==> config.mk <==
export PLATFORM = sky130hd
export DESIGN_NAME = split_match_counter
export DESIGN_NICKNAME = d
export VERILOG_FILES = /design/src/rtl/smc_pkg.sv /design/src/rtl/smc_match_bank.sv /design/src/rtl/smc_step.sv /design/src/rtl/split_match_counter.sv
export SDC_FILE = /design/constraint.sdc
export NUM_CORES = 1
export LEC_CHECK = 0
export BUFFER_PORTS_ARGS = -buffer_cell sky130_fd_sc_hd__buf_4
export CAP_MARGIN = 30
export CORE_MARGIN = 3
export CORE_UTILIZATION = 60
export CTS_CLUSTER_SIZE = 20
export DETAILED_ROUTE_END_ITERATION = 8
export PLACE_DENSITY = 0.79
export SYNTH_ARGS = -nofsm -noshare
export SYNTH_HDL_FRONTEND = slang
export SYNTH_SLANG_ARGS = --single-unit
==> constraint.sdc <==
create_clock -name clk -period 4.1 [get_ports clk]
set_input_delay 0 -clock clk [delete_from_list [all_inputs] [get_ports clk]]
set_output_delay 0 -clock clk [all_outputs]
set_load 0.01 [all_outputs]
==> src/rtl/smc_pkg.sv <==
// Shared types for the split/unified match counter.
package smc_pkg;

    // Half selector used on the write port and for bank indexing.
    typedef enum logic {
        HALF_LO = 1'b0,
        HALF_HI = 1'b1
    } half_e;

    // Per-half control bundle.
    typedef struct packed {
        logic run;
        logic bidir;
        logic autolim;
        logic norld;
    } half_ctrl_t;

endpackage

==> src/rtl/smc_match_bank.sv <==
// Match/reload register bank for one counter half.
// Holds NUM_MATCH match registers, each with a reload register behind it.
// Assumes: a write to a match register wins over a reload in the same cycle.
module smc_match_bank #(
    parameter int W         = 16,
    parameter int NUM_MATCH = 2,
    parameter int IDX_W     = 1
) (
    input  logic                        clk,
    input  logic                        rst_n,
    input  logic                        wr_en,
    input  logic                        wr_rld,
    input  logic [IDX_W-1:0]            wr_idx,
    input  logic [W-1:0]                wr_data,
    input  logic                        reload_evt,
    input  logic                        norld,
    output logic [NUM_MATCH-1:0][W-1:0] match_q
);

    logic [NUM_MATCH-1:0][W-1:0] reload_q;

    for (genvar k = 0; k < NUM_MATCH; k++) begin : g_reg
        logic sel;
        assign sel = wr_en && (wr_idx == IDX_W'(k));

        // Match register: write port first, then reload event.
        always_ff @(posedge clk) begin
            if (!rst_n) begin
                match_q[k] <= '0;
            end else if (sel && !wr_rld) begin
                match_q[k] <= wr_data;
            end else if (reload_evt && !norld) begin
                match_q[k] <= reload_q[k];
            end
        end

        // Reload register: written only through the write port.
        always_ff @(posedge clk) begin
            if (!rst_n) begin
                reload_q[k] <= '0;
            end else if (sel && wr_rld) begin
                reload_q[k] <= wr_data;
            end
        end
    end

endmodule

==> src/rtl/smc_step.sv <==
// Next-state logic for one counter of width W.
// Handles up-only (clear at limit) and up/down (turn at limit, turn at zero).
// Assumes: limit is only honoured while counting up.
module smc_step #(
    parameter int W = 16
) (
    input  logic         en,
    input  logic         bidir,
    input  logic         dir_down,
    input  logic         limit,
    input  logic [W-1:0] count,
    output logic [W-1:0] count_nxt,
    output logic         dir_nxt,
    output logic         reload
);

    localparam logic [W-1:0] ONE = W'(1);

    logic at_zero;
    assign at_zero = (count == '0);

    // Compute next count, direction and reload event.
    always_comb begin
        count_nxt = count;
        dir_nxt   = dir_down;
        reload    = 1'b0;
        if (en) begin
            if (!bidir) begin
                dir_nxt = 1'b0;
                if (limit) begin
                    count_nxt = '0;
                    reload    = 1'b1;
                end else begin
                    count_nxt = count + ONE;
                end
            end else if (!dir_down) begin
                if (limit) begin
                    dir_nxt   = 1'b1;
                    count_nxt = at_zero ? '0 : count - ONE;
                end else begin
                    count_nxt = count + ONE;
                end
            end else begin
                if (at_zero) begin
                    dir_nxt   = 1'b0;
                    count_nxt = ONE;
                    reload    = 1'b1;
                end else begin
                    count_nxt = count - ONE;
                end
            end
        end
    end

endmodule

==> src/rtl/split_match_counter.sv <==
// Split or unified match counter.
// Two HALF_W counters, or one 2*HALF_W counter when unify is high.
// Each half has NUM_MATCH match registers with reload shadows; match 0 may
// act as an automatic limit. In unified mode the low-half controls apply.
// Assumes: cnt_en is already synchronous to clk.
module split_match_counter #(
    parameter int HALF_W    = 16,
    parameter int NUM_MATCH = 2,
    localparam int IDX_W    = (NUM_MATCH > 1) ? $clog2(NUM_MATCH) : 1,
    localparam int FULL_W   = 2 * HALF_W
) (
    input  logic                 clk,
    input  logic                 rst_n,
    input  logic                 cnt_en,
    input  logic                 unify,
    input  logic                 run_lo,
    input  logic                 run_hi,
    input  logic                 bidir_lo,
    input  logic                 bidir_hi,
    input  logic                 autolim_lo,
    input  logic                 autolim_hi,
    input  logic                 norld_lo,
    input  logic                 norld_hi,
    input  logic                 wr_en,
    input  logic                 wr_hi,
    input  logic                 wr_rld,
    input  logic [IDX_W-1:0]     wr_idx,
    input  logic [HALF_W-1:0]    wr_data,
    output logic [HALF_W-1:0]    count_lo,
    output logic [HALF_W-1:0]    count_hi,
    output logic [NUM_MATCH-1:0] match_lo,
    output logic [NUM_MATCH-1:0] match_hi,
    output logic                 dir_down_lo,
    output logic                 dir_down_hi
);
    import smc_pkg::*;

    half_ctrl_t ctl_lo, ctl_hi;
    assign ctl_lo = '{run: run_lo, bidir: bidir_lo, autolim: autolim_lo, norld: norld_lo};
    assign ctl_hi = '{run: run_hi, bidir: bidir_hi, autolim: autolim_hi, norld: norld_hi};

    logic [1:0][NUM_MATCH-1:0][HALF_W-1:0] mq;
    logic [1:0] bank_rl, bank_norld;

    logic [NUM_MATCH-1:0] hit_lo, hit_hi, hit_u;
    logic en_lo, en_hi, lim_lo, lim_hi, lim_u;
    logic [HALF_W-1:0] nxt_lo, nxt_hi;
    logic [FULL_W-1:0] nxt_u;
    logic nd_lo, nd_hi, nd_u, rl_lo, rl_hi, rl_u;

    // One match bank per half.
    for (genvar h = 0; h < 2; h++) begin : g_bank
        smc_match_bank #(.W(HALF_W), .NUM_MATCH(NUM_MATCH), .IDX_W(IDX_W)) u_bank (
            .clk        (clk),
            .rst_n      (rst_n),
            .wr_en      (wr_en && (wr_hi == 1'(h))),
            .wr_rld     (wr_rld),
            .wr_idx     (wr_idx),
            .wr_data    (wr_data),
            .reload_evt (bank_rl[h]),
            .norld      (bank_norld[h]),
            .match_q    (mq[h])
        );
    end

    // Compare each count with every match register.
    always_comb begin
        for (int k = 0; k < NUM_MATCH; k++) begin
            hit_lo[k] = (count_lo == mq[HALF_LO][k]);
            hit_hi[k] = (count_hi == mq[HALF_HI][k]);
            hit_u[k]  = ({count_hi, count_lo} == {mq[HALF_HI][k], mq[HALF_LO][k]});
        end
    end

    // Enables and limit conditions per mode.
    assign en_lo  = cnt_en && ctl_lo.run;
    assign en_hi  = cnt_en && ctl_hi.run;
    assign lim_lo = (ctl_lo.autolim && hit_lo[0]) || (&count_lo);
    assign lim_hi = (ctl_hi.autolim && hit_hi[0]) || (&count_hi);
    assign lim_u  = (ctl_lo.autolim && hit_u[0]) || (&{count_hi, count_lo});

    smc_step #(.W(FULL_W)) u_step_u (
        .en (en_lo), .bidir (ctl_lo.bidir), .dir_down (dir_down_lo), .limit (lim_u),
        .count ({count_hi, count_lo}), .count_nxt (nxt_u), .dir_nxt (nd_u), .reload (rl_u)
    );
    smc_step #(.W(HALF_W)) u_step_lo (
        .en (en_lo), .bidir (ctl_lo.bidir), .dir_down (dir_down_lo), .limit (lim_lo),
        .count (count_lo), .count_nxt (nxt_lo), .dir_nxt (nd_lo), .reload (rl_lo)
    );
    smc_step #(.W(HALF_W)) u_step_hi (
        .en (en_hi), .bidir (ctl_hi.bidir), .dir_down (dir_down_hi), .limit (lim_hi),
        .count (count_hi), .count_nxt (nxt_hi), .dir_nxt (nd_hi), .reload (rl_hi)
    );

    // Route reload events and no-reload bits to the banks by mode.
    always_comb begin
        bank_rl[HALF_LO]    = unify ? rl_u : rl_lo;
        bank_rl[HALF_HI]    = unify ? rl_u : rl_hi;
        bank_norld[HALF_LO] = ctl_lo.norld;
        bank_norld[HALF_HI] = unify ? ctl_lo.norld : ctl_hi.norld;
    end

    // Count, direction and match flag registers.
    always_ff @(posedge clk) begin
        if (!rst_n) begin
            count_lo    <= '0;
            count_hi    <= '0;
            dir_down_lo <= 1'b0;
            dir_down_hi <= 1'b0;
            match_lo    <= '0;
            match_hi    <= '0;
        end else if (unify) begin
            {count_hi, count_lo} <= nxt_u;
            dir_down_lo <= nd_u;
            dir_down_hi <= 1'b0;
            match_lo    <= en_lo ? hit_u : '0;
            match_hi    <= '0;
        end else begin
            count_lo    <= nxt_lo;
            count_hi    <= nxt_hi;
            dir_down_lo <= nd_lo;
            dir_down_hi <= nd_hi;
            match_lo    <= en_lo ? hit_lo : '0;
            match_hi    <= en_hi ? hit_hi : '0;
        end
    end

endmodule

Word level (Yosys, flattened, before mapping)
Cells that the tools add are included.
{"block": "totals", "word_cells": 136, "reg_bits": 166, "in_bits": 32}
{"block": "op_classes", "muxes": 64, "reduce_logical": 41, "bitwise": 4, "eq_ne": 7, "addsub": 6}
{"op": "16-bit 2-to-1 mux", "count": 24}
{"op": "32-bit 2-to-1 mux", "count": 7}
{"op": "16-bit == test", "count": 4}
{"op": "32-bit == test", "count": 2}
{"op": "16-bit by 1-bit adder with 16-bit output, second input constant", "count": 2}
{"op": "32-bit by 1-bit adder with 32-bit output, second input constant", "count": 1}
{"op": "16-bit zero test", "count": 2}
{"op": "32-bit zero test", "count": 1}
{"op": "16-bit AND reduction", "count": 2}
{"op": "32-bit AND reduction", "count": 1}
{"op": "16-bit by 1-bit subtractor with 16-bit output, second input constant", "count": 2}
{"op": "32-bit by 1-bit subtractor with 32-bit output, second input constant", "count": 1}
{"op": "1-bit 2-to-1 mux", "count": 30}
{"op": "1-bit logical AND", "count": 21}
{"op": "2-bit nonzero test", "count": 5}
{"op": "2-bit 2-to-1 mux", "count": 3}
{"op": "1-bit inverter", "count": 4}
{"op": "1-bit zero test", "count": 3}
{"op": "1-bit logical OR", "count": 3}
{"op": "3-bit OR reduction", "count": 1}
{"op": "2-bit by 1-bit != test with 1-bit output, second input constant", "count": 1}
{"op": "2-bit AND reduction", "count": 1}
{"op": "2-bit OR reduction", "count": 1}

Longest topological paths before layout
Gate-level depths: netlist of run 1.
{"block": "logic_depth", "ltp_word": 10, "depth_mapped": 14, "mapped_depth_nobuf": 10}

Cells and area by module
From an unflattened synthesis of run 1, not the netlist that was laid out.
{"block": "hier_totals", "cells_unflattened": 1616, "area_unflattened_um2": 11828.8}
{"mod": "smc_match_bank", "cells_per_inst": 323, "area_each_um2": 2555.0, "instances": 2}
{"mod": "smc_step at u_step_u", "cells_per_inst": 407, "area_each_um2": 2394.8, "instances": 1}
{"mod": "split_match_counter", "cells_per_inst": 229, "area_each_um2": 2222.1, "instances": 1}
{"mod": "smc_step at u_step_hi ...", "cells_per_inst": 167, "area_each_um2": 1051.0, "instances": 2}

Worst setup path after synthesis of run 1
Ideal clock, no wire load.
{"block": "synth_path", "path_type": "reg2reg", "from": "register count_hi[0]", "to": "register g_bank[0].u_bank.match_q[10] (netlist name)", "path_stages_with_launch": 14, "arrival_ns": 3.077, "path_buffers": 4, "path_slack_ns": 0.887, "required_time_ns": 3.963, "path_cell_list": "dfxtp_1 -> clkbuf_1 -> inv_1 -> ha_1 -> or4b_1 -> nand2b_1 -> clkbuf_1 -> or4_4 -> o22a_1 -> or2_1 -> clkbuf_1 -> buf_2 -> nand3_1 -> a31oi_1"}
{"block": "synth_between", "elab_chain_len": 9, "word_cells_on_any_way": 13}
{"item": "start, declared", "line": "split_match_counter.sv:30", "source": "output logic [HALF_W-1:0] count_hi,"}
{"item": "start signal, assigned", "line": "split_match_counter.sv:113", "source": "{count_hi, count_lo} <= nxt_u;"}
{"item": "start signal, assigned", "line": "split_match_counter.sv:120", "source": "count_hi <= nxt_hi;"}
{"item": "32-bit == test", "line": "split_match_counter.sv:71", "source": "hit_u[k] = ({count_hi, count_lo} == {mq[HALF_HI][k], mq[HALF_LO][k]});"}
{"item": "1-bit logical AND", "line": "split_match_counter.sv:80", "source": "assign lim_u = (ctl_lo.autolim && hit_u[0]) || (&{count_hi, count_lo});"}
{"item": "1-bit logical OR", "line": "split_match_counter.sv:80"}
{"item": "1-bit 2-to-1 mux", "line": "smc_step.sv:30", "source": "if (limit) begin"}
{"item": "1-bit 2-to-1 mux *", "line": "smc_step.sv:28", "source": "if (!bidir) begin"}
{"item": "1-bit 2-to-1 mux *", "line": "smc_step.sv:27", "source": "if (en) begin"}
{"item": "1-bit 2-to-1 mux *", "line": "split_match_counter.sv:97", "source": "bank_rl[HALF_LO] = unify ? rl_u : rl_lo;"}
{"item": "1-bit logical AND *", "line": "smc_match_bank.sv:32", "source": "end else if (reload_evt && !norld) begin"}
{"item": "2-bit nonzero test (no source line) *"}
{"item": "end signal, assigned by index", "line": "smc_match_bank.sv:31", "source": "match_q[k] <= wr_data;"}
{"item": "end signal, assigned by index", "line": "smc_match_bank.sv:33", "source": "match_q[k] <= reload_q[k];"}
{"item": "end, declared", "line": "smc_match_bank.sv:17", "source": "output logic [NUM_MATCH-1:0][W-1:0] match_q"}
Every way passes the cells marked *; elsewhere a longest branch is shown, timed or not.
A chain may end at the register's enable or synchronous reset.

Worst setup path after layout of run 1
{"block": "layout_path", "from": "register count_hi[1]", "to": "register count_lo[11]"}
{"block": "layout_between", "elab_chain_len": 8, "word_cells_on_any_way": 13}
{"item": "32-bit == test", "line": "split_match_counter.sv:71"}
{"item": "1-bit logical AND", "line": "split_match_counter.sv:80"}
{"item": "1-bit logical OR", "line": "split_match_counter.sv:80"}
{"item": "32-bit 2-to-1 mux", "line": "smc_step.sv:37", "source": "if (limit) begin"}
{"item": "32-bit 2-to-1 mux", "line": "smc_step.sv:36", "source": "end else if (!dir_down) begin"}
{"item": "32-bit 2-to-1 mux *", "line": "smc_step.sv:28"}
{"item": "32-bit 2-to-1 mux *", "line": "smc_step.sv:27"}
{"item": "16-bit 2-to-1 mux *", "line": "split_match_counter.sv:112", "source": "end else if (unify) begin"}
{"item": "end signal, assigned", "line": "split_match_counter.sv:113"}
{"item": "end signal, assigned", "line": "split_match_counter.sv:119", "source": "count_lo <= nxt_lo;"}
{"item": "end, declared", "line": "split_match_counter.sv:29", "source": "output logic [HALF_W-1:0] count_lo,"}
Every way passes the cells marked *; elsewhere a longest branch is shown, timed or not. The select of a mux whose other input is x is not followed.

==> impl_metrics.csv, run 1 <==
group,metric,value,unit
status,status,"finished, violations left",
status,violations,"DRC",
clock_tree,cts_root_buffer,"clkbuf_16",
clock_tree,cts_buffers,17,
detailed_routing,vias,11450,
power,p_per_area,352.3,nW/um^2
clock_tree,cts_resized,0,
die,ios,70,
power,pwr-share-clk,37.4,%
place,pre_cts_ws,546.8,ps
logic_synthesis,syn_area,10770,um^2
logic_synthesis,synthCells,1436,
sta,fmax,0.2727,GHz
die,die_area,19600,um^2
critical_path,worstPathArrival,3950,ps
detailed_routing,wl_per_cell,21.25,um
die,core,17420,um^2
sta,timing.final.crit_period,3667,ps
clock_tree,clk_latency,440,ps
clock_tree,cts_tree,"done",
power,internal-power,0.002885,W
logic_synthesis,synth_edf_count,0,
critical_path,critPathKind,"reg -> reg",
cells_and_area,final_core_util,69.74,%
power,peakVddDrop,328.9,uV
logic_synthesis,synth_area_leaders,"dfxtp_1 (31%), nand2_1 (8.0%), o21ai_0 (4.9%)",
min_path,hold_class,"in -> reg",
detailed_routing,ant_nets,0,
power,seq_power_share,40.3,%
logic_synthesis,synthArstFlopShare,0,%
clock_tree,htreeDepth,4,
critical_path,worstSetupStartpointType,"flip-flop",
sta,drv_slew,0,
cells_and_area,antenna_cells,0,
sta,slew_headroom,31.13,%
sta,setup_tns,0,ps
die,die_x,140.0,um
sta,setup_slack,433.1,ps
die,die_h,140.0,um
sta,worstMarginPinSlew,1029,ps
cells_and_area,fill_cells,1499,
critical_path,crit_fanout,12,
logic_synthesis,synth_top_area_share,30.85,%
detailed_routing,wirelength,36.02,mm
logic_synthesis,ys_seq_area_share,30.85,%
clock_tree,cts_sinks,166,
cells_and_area,final_layout_size_suffix_gt1_share,13.06,%
grt,global_route.usage.total,35.36,%
critical_path,end_kind,"flip-flop",
cells_and_area,nNetsFinal,1494,
place,gp_congestion,1.025,
cells_and_area,final_cell_mix,"nand2_1 (229), dfxtp_1 (166), nor2_1 (112), buf_4 (111), o21ai_0 (106)",
place,io_buffers,69,
logic_synthesis,syn_nets,1472,
power,switching_share,32.57,%
critical_path,worstPathRequired,4380,ps
die,rows,48,
sta,rsz0062_at_grt,"no",
place,hpwlAfterDp,24.00,mm
logic_synthesis,synth.avg_cell_area,7.501,um^2
grt,grt_pass1_vias,10220,
sta,fin_crit_sh,89.44,%
power,p_comb_share,22.2,%
logic_synthesis,ys_ff_latch,166,
cells_and_area,area_growth_syn_to_layout,12.77,%
power,switchingPower,0.001394,W
logic_synthesis,synth_area_leader_cell,"dfxtp_1",
logic_synthesis,ys.flop_type,"dfxtp_1",
detailed_routing,firstDrtPassIters,9,
clock_tree,clk_pin_slew_worst_paths,80,ps
clock_tree,postCtsSetupBuffers,0,
die,start_util,61.85,%
grt,grt_pass1_wl,56.02,mm
logic_synthesis,yosys_warnings,0,
detailed_routing,drc,4,
sta,hold_violations,0,
cells_and_area,layout_commonest_cell,"nand2_1",
sta,finalClockSkew,20.96,ps
grt,overflow,0,
power,p_leak,4.403,nW
logic_synthesis,yosys.cell_types.count,70,
clock_tree,ctsLongestPathBuffers,2,
detailed_routing,drt_iter0_markers,1825,
grt,grt_max_degree,65,
grt,antenna_found_initial,0,
detailed_routing,post_drt_via_cell_ratio,6.755,
sta,setup_viol,0,
run,maxCapViolCount,0,
-- kinds of logic (layout without fill, tap and decap cells) --
| family | count (synthesis) | in the layout | share of synthesized area [%] |
|---|---|---|---|
| AOI/OAI and AO/OA | 384 | 384 | 26.80 |
| xor gates and xnor gates | 109 | 109 | 8.863 |
| adders and majority gates | 4 | 4 | 0.4646 |
| buffers and inverters | 148 | 182 | 5.796 |
| DFF | 166 | 166 | 30.85 |
| muxes | 2 | 2 | 0.1859 |
| and+or+nand+nor | 623 | 623 | 27.04 |
-- cells in the mapped netlist, drive strengths merged (4+ instances only) --
cell,n
a2111oi,35
a211o,5
a211oi,14
a21oi,100
a221oi,11
a311oi,4
a31oi,39
a32o,7
and2,9
and3,10
buf,37
clkbuf,94
dfxtp,166
ha,4
inv,17
nand2,230
nand2b,8
nand3,77
nand4,20
nor2,112
nor2b,5
nor3,68
nor4,22
o211ai,5
o21ai,106
o221ai,12
o22ai,7
o311a,4
o31ai,4
or2,8
or3,43
or4,4
xnor2,58
xor2,51
-- state kept, by name (all words and copies together), names as in the netlist --
name and count:
match_hi 2, count_lo 16, dir_down_hi 1, dir_down_lo 1, count_hi 16, match_lo 2
g_bank.u_bank.match_q 64, g_bank.u_bank.reload_q 64
-- area by class of cell --
class                      count  area [um^2]  area share (%)
inverter                      17        66.31          0.5459
timing repair buffer         134         1071           8.818
clock buffer                  20        456.7           3.760
multi-input combinational   1122         6833           56.25
tap                          225        281.5           2.318
clock inverter                11        115.1          0.9477
sequential                   166         3323           27.36
-- through the flow --
step	cells	area, um^2	hold slack, ps	total power [W]
2_1_floorplan	1436	10770	136.0	0.002379
5_1_grt	1695	12150	71.56	0.004414
6_report	1695	12150	70.68	0.004279
3_5_place_dp	1645	11380	321.1	0.002660
4_1_cts	1695	12150	43.66	0.004253
3_3_place_gp	1642	11360	315.7	0.002642
-- layer usage --
layer | GRT usage (%) | up-vias | wire length (um)
met2 | 53.15 | 755 | 15640
met4 | 16.52 | 0 | 1657
met3 | 8.057 | 129 | 4265
li1 | - | 5225 | -
met5 | 0 | - | 0
met1 | 48.34 | 5340 | 14460
-- worst max-delay path: stages, from the launching register on --
cell,delay (ps)
dfxtp_1,440
inv_1,160
ha_1,230
or4b_1,460
nand2b_1,290
nor4_1,620
nand2_1,230
o311ai_1,210
buf_2,260
buf_4,210
o21bai_1,90
a211oi_1,240
a311oi_1,70
-- path summary, 6_finish.rpt --
| check | start | endpoint | slack (ps) | depth (start not counted) |
|---|---|---|---|---|
| worst max-delay path | count_hi[1] | count_lo[11] | 430 | 12 |
| worst min-delay path | unify | count_hi[8] | 70 | 2 |
| worst max register to register | count_hi[1] | count_lo[11] | 430 | 12 |
| worst min register to register | g_bank[0].u_bank.reload_q[26] | g_bank[0].u_bank.reload_q[26] | 450 | 2 |
-- power groups by stage --
stage	sequential, W	combinational [W]	clock [W]
2_1_floorplan	0.00173	0.000644	0
3_3_place_gp	0.00176	0.000886	0
3_5_place_dp	0.00176	0.000902	0
4_1_cts	0.00172	0.000925	0.00161
5_1_grt	0.00173	0.00102	0.00167
6_report	0.00172	0.000952	0.00160
-- what timing repair did --
| item | CTS | global route |
|---|---|---|
| endpoints found under the setup margin | 0 | 0 |
| hold buffers | 19 | 0 |
| endpoints found under the hold margin | 80 | 0 |
(Power assumes the default switching activity.)
==> inputs of run 2 (changes only) <==
--- a/config.mk
+++ b/config.mk
@@ -5,6 +5,7 @@
 export SDC_FILE = /design/constraint.sdc
 export NUM_CORES = 1
 export LEC_CHECK = 0
+export ABC_AREA = 1
 export BUFFER_PORTS_ARGS = -buffer_cell sky130_fd_sc_hd__buf_4
 export CAP_MARGIN = 30
 export CORE_MARGIN = 3
==> impl_metrics.csv, run 2 <==
group,metric,value,unit
status,status,"finished clean",
cells_and_area,regArea,3323,um^2
logic_synthesis,synth_edf_count,0,
min_path,hold_class,"in -> reg",
detailed_routing,firstDrtPassIters,8,
power,p_per_area,346.4,nW/um^2
clock_tree,clk_latency,460,ps
place,gp_congestion,0.9932,
logic_synthesis,ys_ff_latch,166,
sta,fin_crit_sh,79.46,%
sta,setup_viol,0,
min_path,min_from,"bidir_lo",
logic_synthesis,synth.avg_cell_area,6.342,um^2
logic_synthesis,syn_nets,1861,
die,die_x,144.9,um
power,peakVddDrop,294.0,uV
die,die_h,144.9,um
min_path,min_path_cells,5,
sta,timing.final.crit_period,3258,ps
grt,grt_max_degree,71,
critical_path,worstSetupStartpointType,"flip-flop",
die,start_util,61.46,%
logic_synthesis,synthArstFlopShare,0,%
detailed_routing,vias,12300,
cells_and_area,reg.largest.list,"g_bank.u_bank.match_q (64), g_bank.u_bank.reload_q (64)",
detailed_routing,ant_nets,0,
critical_path,end_kind,"flip-flop",
critical_path,worstPathRequired,4440,ps
critical_path,worstPathArrival,3600,ps
clock_tree,postCtsSetupBuffers,0,
clock_tree,cts_tree,"done",
logic_synthesis,synthMostInstantiatedCell,"nand2_1",
cells_and_area,antenna_cells,0,
power,p_leak,6.217,nW
die,rows,50,
clock_tree,cts_buffers,17,
logic_synthesis,syn_area,11570,um^2
critical_path,critPathKind,"reg -> reg",
critical_path,r2r_slack,840,ps
logic_synthesis,ys.flop_type,"dfxtp_1",
grt,global_route.usage.total,36.86,%
detailed_routing,post_drt_via_cell_ratio,5.774,
place,place_area,12040,um^2
logic_synthesis,synth_area_leader_cell,"dfxtp_1",
critical_path,rr_endpoint,"g_bank[1].u_bank.match_q[6]",
grt,antenna_found_initial,0,
clock_tree,ctsLongestPathBuffers,2,
logic_synthesis,ys_seq_area_share,28.71,%
detailed_routing,drc,0,
die,die_area,20990,um^2
grt,grt_pass1_wl,60.54,mm
sta,slew_headroom,28.21,%
cells_and_area,nNetsFinal,1894,
cells_and_area,layout_commonest_cell,"nand2_1",
detailed_routing,drt_iter0_markers,1359,
cells_and_area,area_growth_syn_to_layout,12.06,%
sta,drv_slew,0,
place,io_buffers,69,
sta,fmax,0.3070,GHz
sta,worstMarginPinSlew,1074,ps
sta,setup_slack,842.3,ps
detailed_routing,wl_per_cell,18.28,um
run,maxCapViolCount,0,
grt,overflow,0,
sta,setup_tns,0,ps
cells_and_area,fill_cells,1666,
detailed_routing,wirelength,38.95,mm
critical_path,reg2reg_depth,16,
place,pre_cts_ws,944.3,ps
die,ios,70,
cells_and_area,final_cell_mix,"nand2_1 (431), inv_1 (193), nor2_1 (179), a21oi_1 (172), dfxtp_1 (166)",
cells_and_area,final_area,12970,um^2
place,hpwlAfterDp,27.14,mm
logic_synthesis,synthCells,1825,
cells_and_area,multi_input_area,6892,um^2
clock_tree,cts_root_buffer,"clkbuf_16",
sta,hold-worst-slack,23.62,ps
critical_path,crit_fanout,64,
logic_synthesis,synth_area_leaders,"dfxtp_1 (29%), nand2_1 (14%), a21oi_1 (7.4%)",
clock_tree,cts_sinks,166,
clock_tree,htreeDepth,4,
logic_synthesis,synth_top_area_share,28.71,%
cells_and_area,final_layout_size_suffix_gt1_share,12.40,%
logic_synthesis,synth_commonest_cells,"nand2_1 (433), inv_1 (193), nor2_1 (179)",
sta,rsz0062_at_grt,"no",
sta,hold_violations,0,
die,core,18830,um^2
clock_tree,clk_pin_slew_worst_paths,80,ps
min_path,min_to,"count_lo[2]",
logic_synthesis,yosys.cell_types.count,43,
logic_synthesis,yosys_warnings,0,
grt,grt_pass1_vias,11270,
sta,finalClockSkew,13.57,ps
critical_path,reg2reg_from,"count_hi[1]",
-- run 2: cell count changes after synthesis, sizes merged, moves of 41 or more --
| cell | change |
|---|---|
| inv | +187 |
| nor2 | +80 |
| o21ai | +59 |
| nand3 | +92 |
| a21oi | +72 |
| or3 | -42 |
| nand2 | +215 |
| clkbuf | -41 |
-- run 2: through the flow --
step | util, % | std cells | total power [W]
floorplan | - | 1825 | 0.002462
global placement | 63.81 | 2067 | 0.002738
detailed placement | 63.91 | 2068 | 0.002746
CTS | 68.88 | 2131 | 0.004474
global route | 68.88 | 2131 | 0.004654
finish | 68.88 | 2131 | 0.004493
-- run 2: worst max-delay path by stage --
| stage | cells after the start | from | to | slack [ps] |
|---|---|---|---|---|
| 5_1_grt | 16 | count_hi[1] | g_bank[1].u_bank.match_q[17] | 650 |
| 4_1_cts | 16 | count_hi[1] | g_bank[1].u_bank.match_q[17] | 920 |
| 3_3_place_gp | 16 | count_hi[1] | g_bank[1].u_bank.match_q[6] | 940 |
| 6_report | 16 | count_hi[1] | g_bank[1].u_bank.match_q[6] | 840 |
| 3_5_place_dp | 16 | count_hi[1] | g_bank[1].u_bank.match_q[6] | 940 |
| 2_1_floorplan | 17 | count_hi[0] | g_bank[0].u_bank.match_q[16] | 1720 |
-- run 2: what timing repair did --
item / 4_1_cts / 5_1_grt
hold buffers: 31 / 0
gates resized for setup: 0 / 0
hold endpoints to repair: 67 / 0
-- run 2: logic make-up (layout without fill, tap and decap cells) --
| logic type | after synthesis | count (layout) | share of synthesized area (%) |
|---|---|---|---|
| AO/OA/AOI/OAI | 365 | 365 | 16.27 |
| XOR/XNOR | 98 | 98 | 7.416 |
| adder cells (fa/ha/maj) | 4 | 4 | 0.4324 |
| buffers and inverters | 317 | 363 | 11.87 |
| flip-flops | 166 | 166 | 28.71 |
| multiplexers | 2 | 2 | 0.1730 |
| AND/OR/NAND/NOR | 873 | 873 | 35.12 |
-- run 2: final cells by class --
cell class	count	area share [%]
Tap cell	260	2.508
Multi-Input combinational cell	1342	53.14
Inverter	205	5.933
Timing Repair Buffer	126	7.988
Sequential cell	166	25.62
Clock inverter	15	1.534
Clock buffer	17	3.280
-- run 2: worst max-delay path: stages (launching register included) --
cell and delay [ps]:
dfxtp_1 390, buf_4 190, inv_1 150, ha_1 280
nand2_2 170, nor2_8 170, inv_2 60, nor3_4 250
inv_2 60, nor2_2 100, nand2_1 80, nand2_1 90
nand3_1 100, nand2_2 140, nand2_4 420, a21oi_1 360
nor2_1 70
-- run 2: layer usage --
layer | vias up | GRT usage [%] | wire (um)
met5 | - | 0 | 0
met4 | 0 | 19.05 | 2025
met3 | 132 | 4.075 | 3222
met2 | 658 | 58.37 | 17590
met1 | 5571 | 49.62 | 16110
li1 | 5943 | - | -
-- run 2: power breakdown --
group          switching (W)  internal, W  total [W]
clock               0.000885     0.000852    0.00174
sequential         0.0000973      0.00168    0.00178
combinational       0.000626     0.000348   0.000974
total                0.00161      0.00288    0.00449
==> inputs of run 3 (changes only) <==
--- a/config.mk
+++ b/config.mk
@@ -9,10 +9,10 @@
 export BUFFER_PORTS_ARGS = -buffer_cell sky130_fd_sc_hd__buf_4
 export CAP_MARGIN = 30
 export CORE_MARGIN = 3
-export CORE_UTILIZATION = 60
+export CORE_UTILIZATION = 56
 export CTS_CLUSTER_SIZE = 20
 export DETAILED_ROUTE_END_ITERATION = 8
-export PLACE_DENSITY = 0.79
+export PLACE_DENSITY = 0.77
 export SYNTH_ARGS = -nofsm -noshare
 export SYNTH_HDL_FRONTEND = slang
 export SYNTH_SLANG_ARGS = --single-unit
==> constraint.sdc (replaced) <==
create_clock -name clk -period 2.9 [get_ports clk]
set_input_delay 0 -clock clk [delete_from_list [all_inputs] [get_ports clk]]
set_output_delay 0 -clock clk [all_outputs]
set_load 0.01 [all_outputs]
==> impl_metrics.csv, run 3 (synthesis gave the netlist of run 2 again) <==
group,metric,value,unit
critical_path,worstSetupStartpointType,"flip-flop",
detailed_routing,wl_per_cell,17.60,um
cells_and_area,final_layout_size_suffix_gt1_share,15.75,%
sta,slew_headroom,42.71,%
place,dpl.cell_count,2136,
power,seq_power_share,39.8,%
sta,setup_tns,0,ps
die,start_util,58.13,%
cells_and_area,reg.largest.list,"g_bank.u_bank.match_q (64), g_bank.u_bank.reload_q (64)",
place,io_buffers,69,
cells_and_area,final_cells,2202,
sta,setup_viol,0,
clock_tree,ctsLongestPathBuffers,2,
die,die_h,149.8,um
clock_tree,cts_tree,"done",
clock_tree,clk_pin_slew_worst_paths,90,ps
sta,fin_crit_sh,95.70,%
place,hpwlAfterDp,28.03,mm
power,internal-power,0.004105,W
min_path,hold_class,"in -> reg",
clock_tree,cts_root_buffer,"clkbuf_16",
critical_path,critPathKind,"reg -> reg",
die,die_x,149.8,um
detailed_routing,ant_nets,0,
sta,hold-worst-slack,57.64,ps
die,core,19910,um^2
sta,worstMarginPinSlew,858.5,ps
status,status,"finished clean",
cells_and_area,layout_commonest_cell,"nand2_1",
critical_path,worstPathArrival,3110,ps
cells_and_area,antenna_cells,0,
die,die_area,22430,um^2
die,rows,51,
cells_and_area,area_growth_syn_to_layout,16.61,%
critical_path,crit_fanout,24,
grt,antenna_found_initial,0,
detailed_routing,wirelength,38.77,mm
clock_tree,clk_latency,450,ps
power,switchingPower,0.002205,W
grt,global_route.usage.total,34.45,%
cells_and_area,fill_cells,1785,
die,ios,70,
place,gp_congestion,1.007,
grt,overflow,0,
cells_and_area,nNetsFinal,1960,
clock_tree,cts_buffers,17,
sta,timing.final.crit_period,2775,ps
power,p_leak,6.546,nW
sta,finalClockSkew,20.45,ps
detailed_routing,firstDrtPassIters,6,
power,peakVddDrop,428.2,uV
run,maxCapViolCount,0,
power,total_power,0.006310,W
grt,grt_pass1_vias,11630,
cells_and_area,final_cell_mix,"nand2_1 (431), inv_1 (192), nor2_1 (179), a21oi_1 (172), o21ai_0 (163)",
clock_tree,htreeDepth,4,
sta,drv_slew,0,
sta,hold_violations,0,
critical_path,end_kind,"flip-flop",
power,pwr-share-clk,37.3,%
clock_tree,cts_sinks,166,
critical_path,worstPathRequired,3230,ps
sta,fmax,0.3603,GHz
detailed_routing,drt_iter0_markers,1445,
detailed_routing,vias,12530,
detailed_routing,drc,0,
detailed_routing,post_drt_via_cell_ratio,5.689,
power,p_comb_share,22.9,%
grt,grt_max_degree,70,
power,switching_share,34.95,%
power,p_per_area,467.6,nW/um^2
grt,grt_pass1_wl,61.17,mm
==> run 3: cell types whose count changed in the layout (fill, tap and decap cells not counted), moves of 2 or more <==
cell,delta
buf_12,+2
inv_8,+2
buf_4,+63
inv_6,-3
inv_12,-4
dfxtp_2,+7
dfxtp_1,-7
clkinv_4,+3
==> run 3: timing repair <==
item	CTS	global route
hold buffers	32	0
gates resized for setup	0	9
buffers inserted	0	2
endpoints found under the hold margin	62	0
endpoints found under the setup margin	0	30
==> run 3: final cells by class <==
type	count	area, um^2	area share, %
multi-input cells	1342	6900	51.13
flip-flops and latches	166	3332	24.69
repair buffers	192	1559	11.55
inverters	205	769.5	5.702
clock buffers	17	425.4	3.152
well taps	265	331.6	2.457
clock inverters	15	177.7	1.317
==> run 3: critical path: stages, from the launching register on <==
cell and delay, ps:
dfxtp_1 640, xnor2_1 170, nand2_1 60, nor2_1 90
nand2_1 90, nor2_2 280, nand3_1 230, nand3_2 150
nand3_1 90, nand2_1 190, nand2_8 170, buf_4 240
a21oi_1 160, nor2_1 60
==> run 3: worst paths after layout <==
check / start / endpoint / slack, ps / depth (start not counted)
max: count_hi[12] / g_bank[0].u_bank.match_q[2] / 120 / 13
min reg2reg: g_bank[0].u_bank.reload_q[16] / g_bank[0].u_bank.reload_q[16] / 450 / 2
max reg2reg: count_hi[12] / g_bank[0].u_bank.match_q[2] / 120 / 13
min: bidir_hi / count_hi[0] / 60 / 5
==> run 3: power groups by stage <==
stage	sequential, W	combinational [W]	clock, W
after floorplan	0.00250	0.000982	0
after global routing	0.00252	0.00159	0.00244
after CTS	0.00250	0.00142	0.00235
after detailed placement	0.00255	0.00138	0
after global placement	0.00255	0.00136	0
final	0.00251	0.00145	0.00235
==> run 3: routing by layer <==
| layer | vias up | track usage [%] | part of all wire [%] |
|---|---|---|---|
| li1 | 6079 | - | - |
| met3 | 142 | 5.058 | 9.0 |
| met1 | 5637 | 46.52 | 41 |
| met2 | 669 | 53.44 | 44 |
| met5 | - | 0 | 0 |
| met4 | 0 | 18.07 | 5.3 |
==> run 3: per-stage QoR <==
step | util, % | area [um^2] | setup slack, ps
6_report | 67.79 | 13500 | 124.6
2_1_floorplan | - | 11570 | 522.0
3_5_place_dp | 62.98 | 12540 | 185.8
3_3_place_gp | 62.98 | 12540 | 244.1
4_1_cts | 67.62 | 13460 | 146.9
5_1_grt | 67.79 | 13500 | -15.30
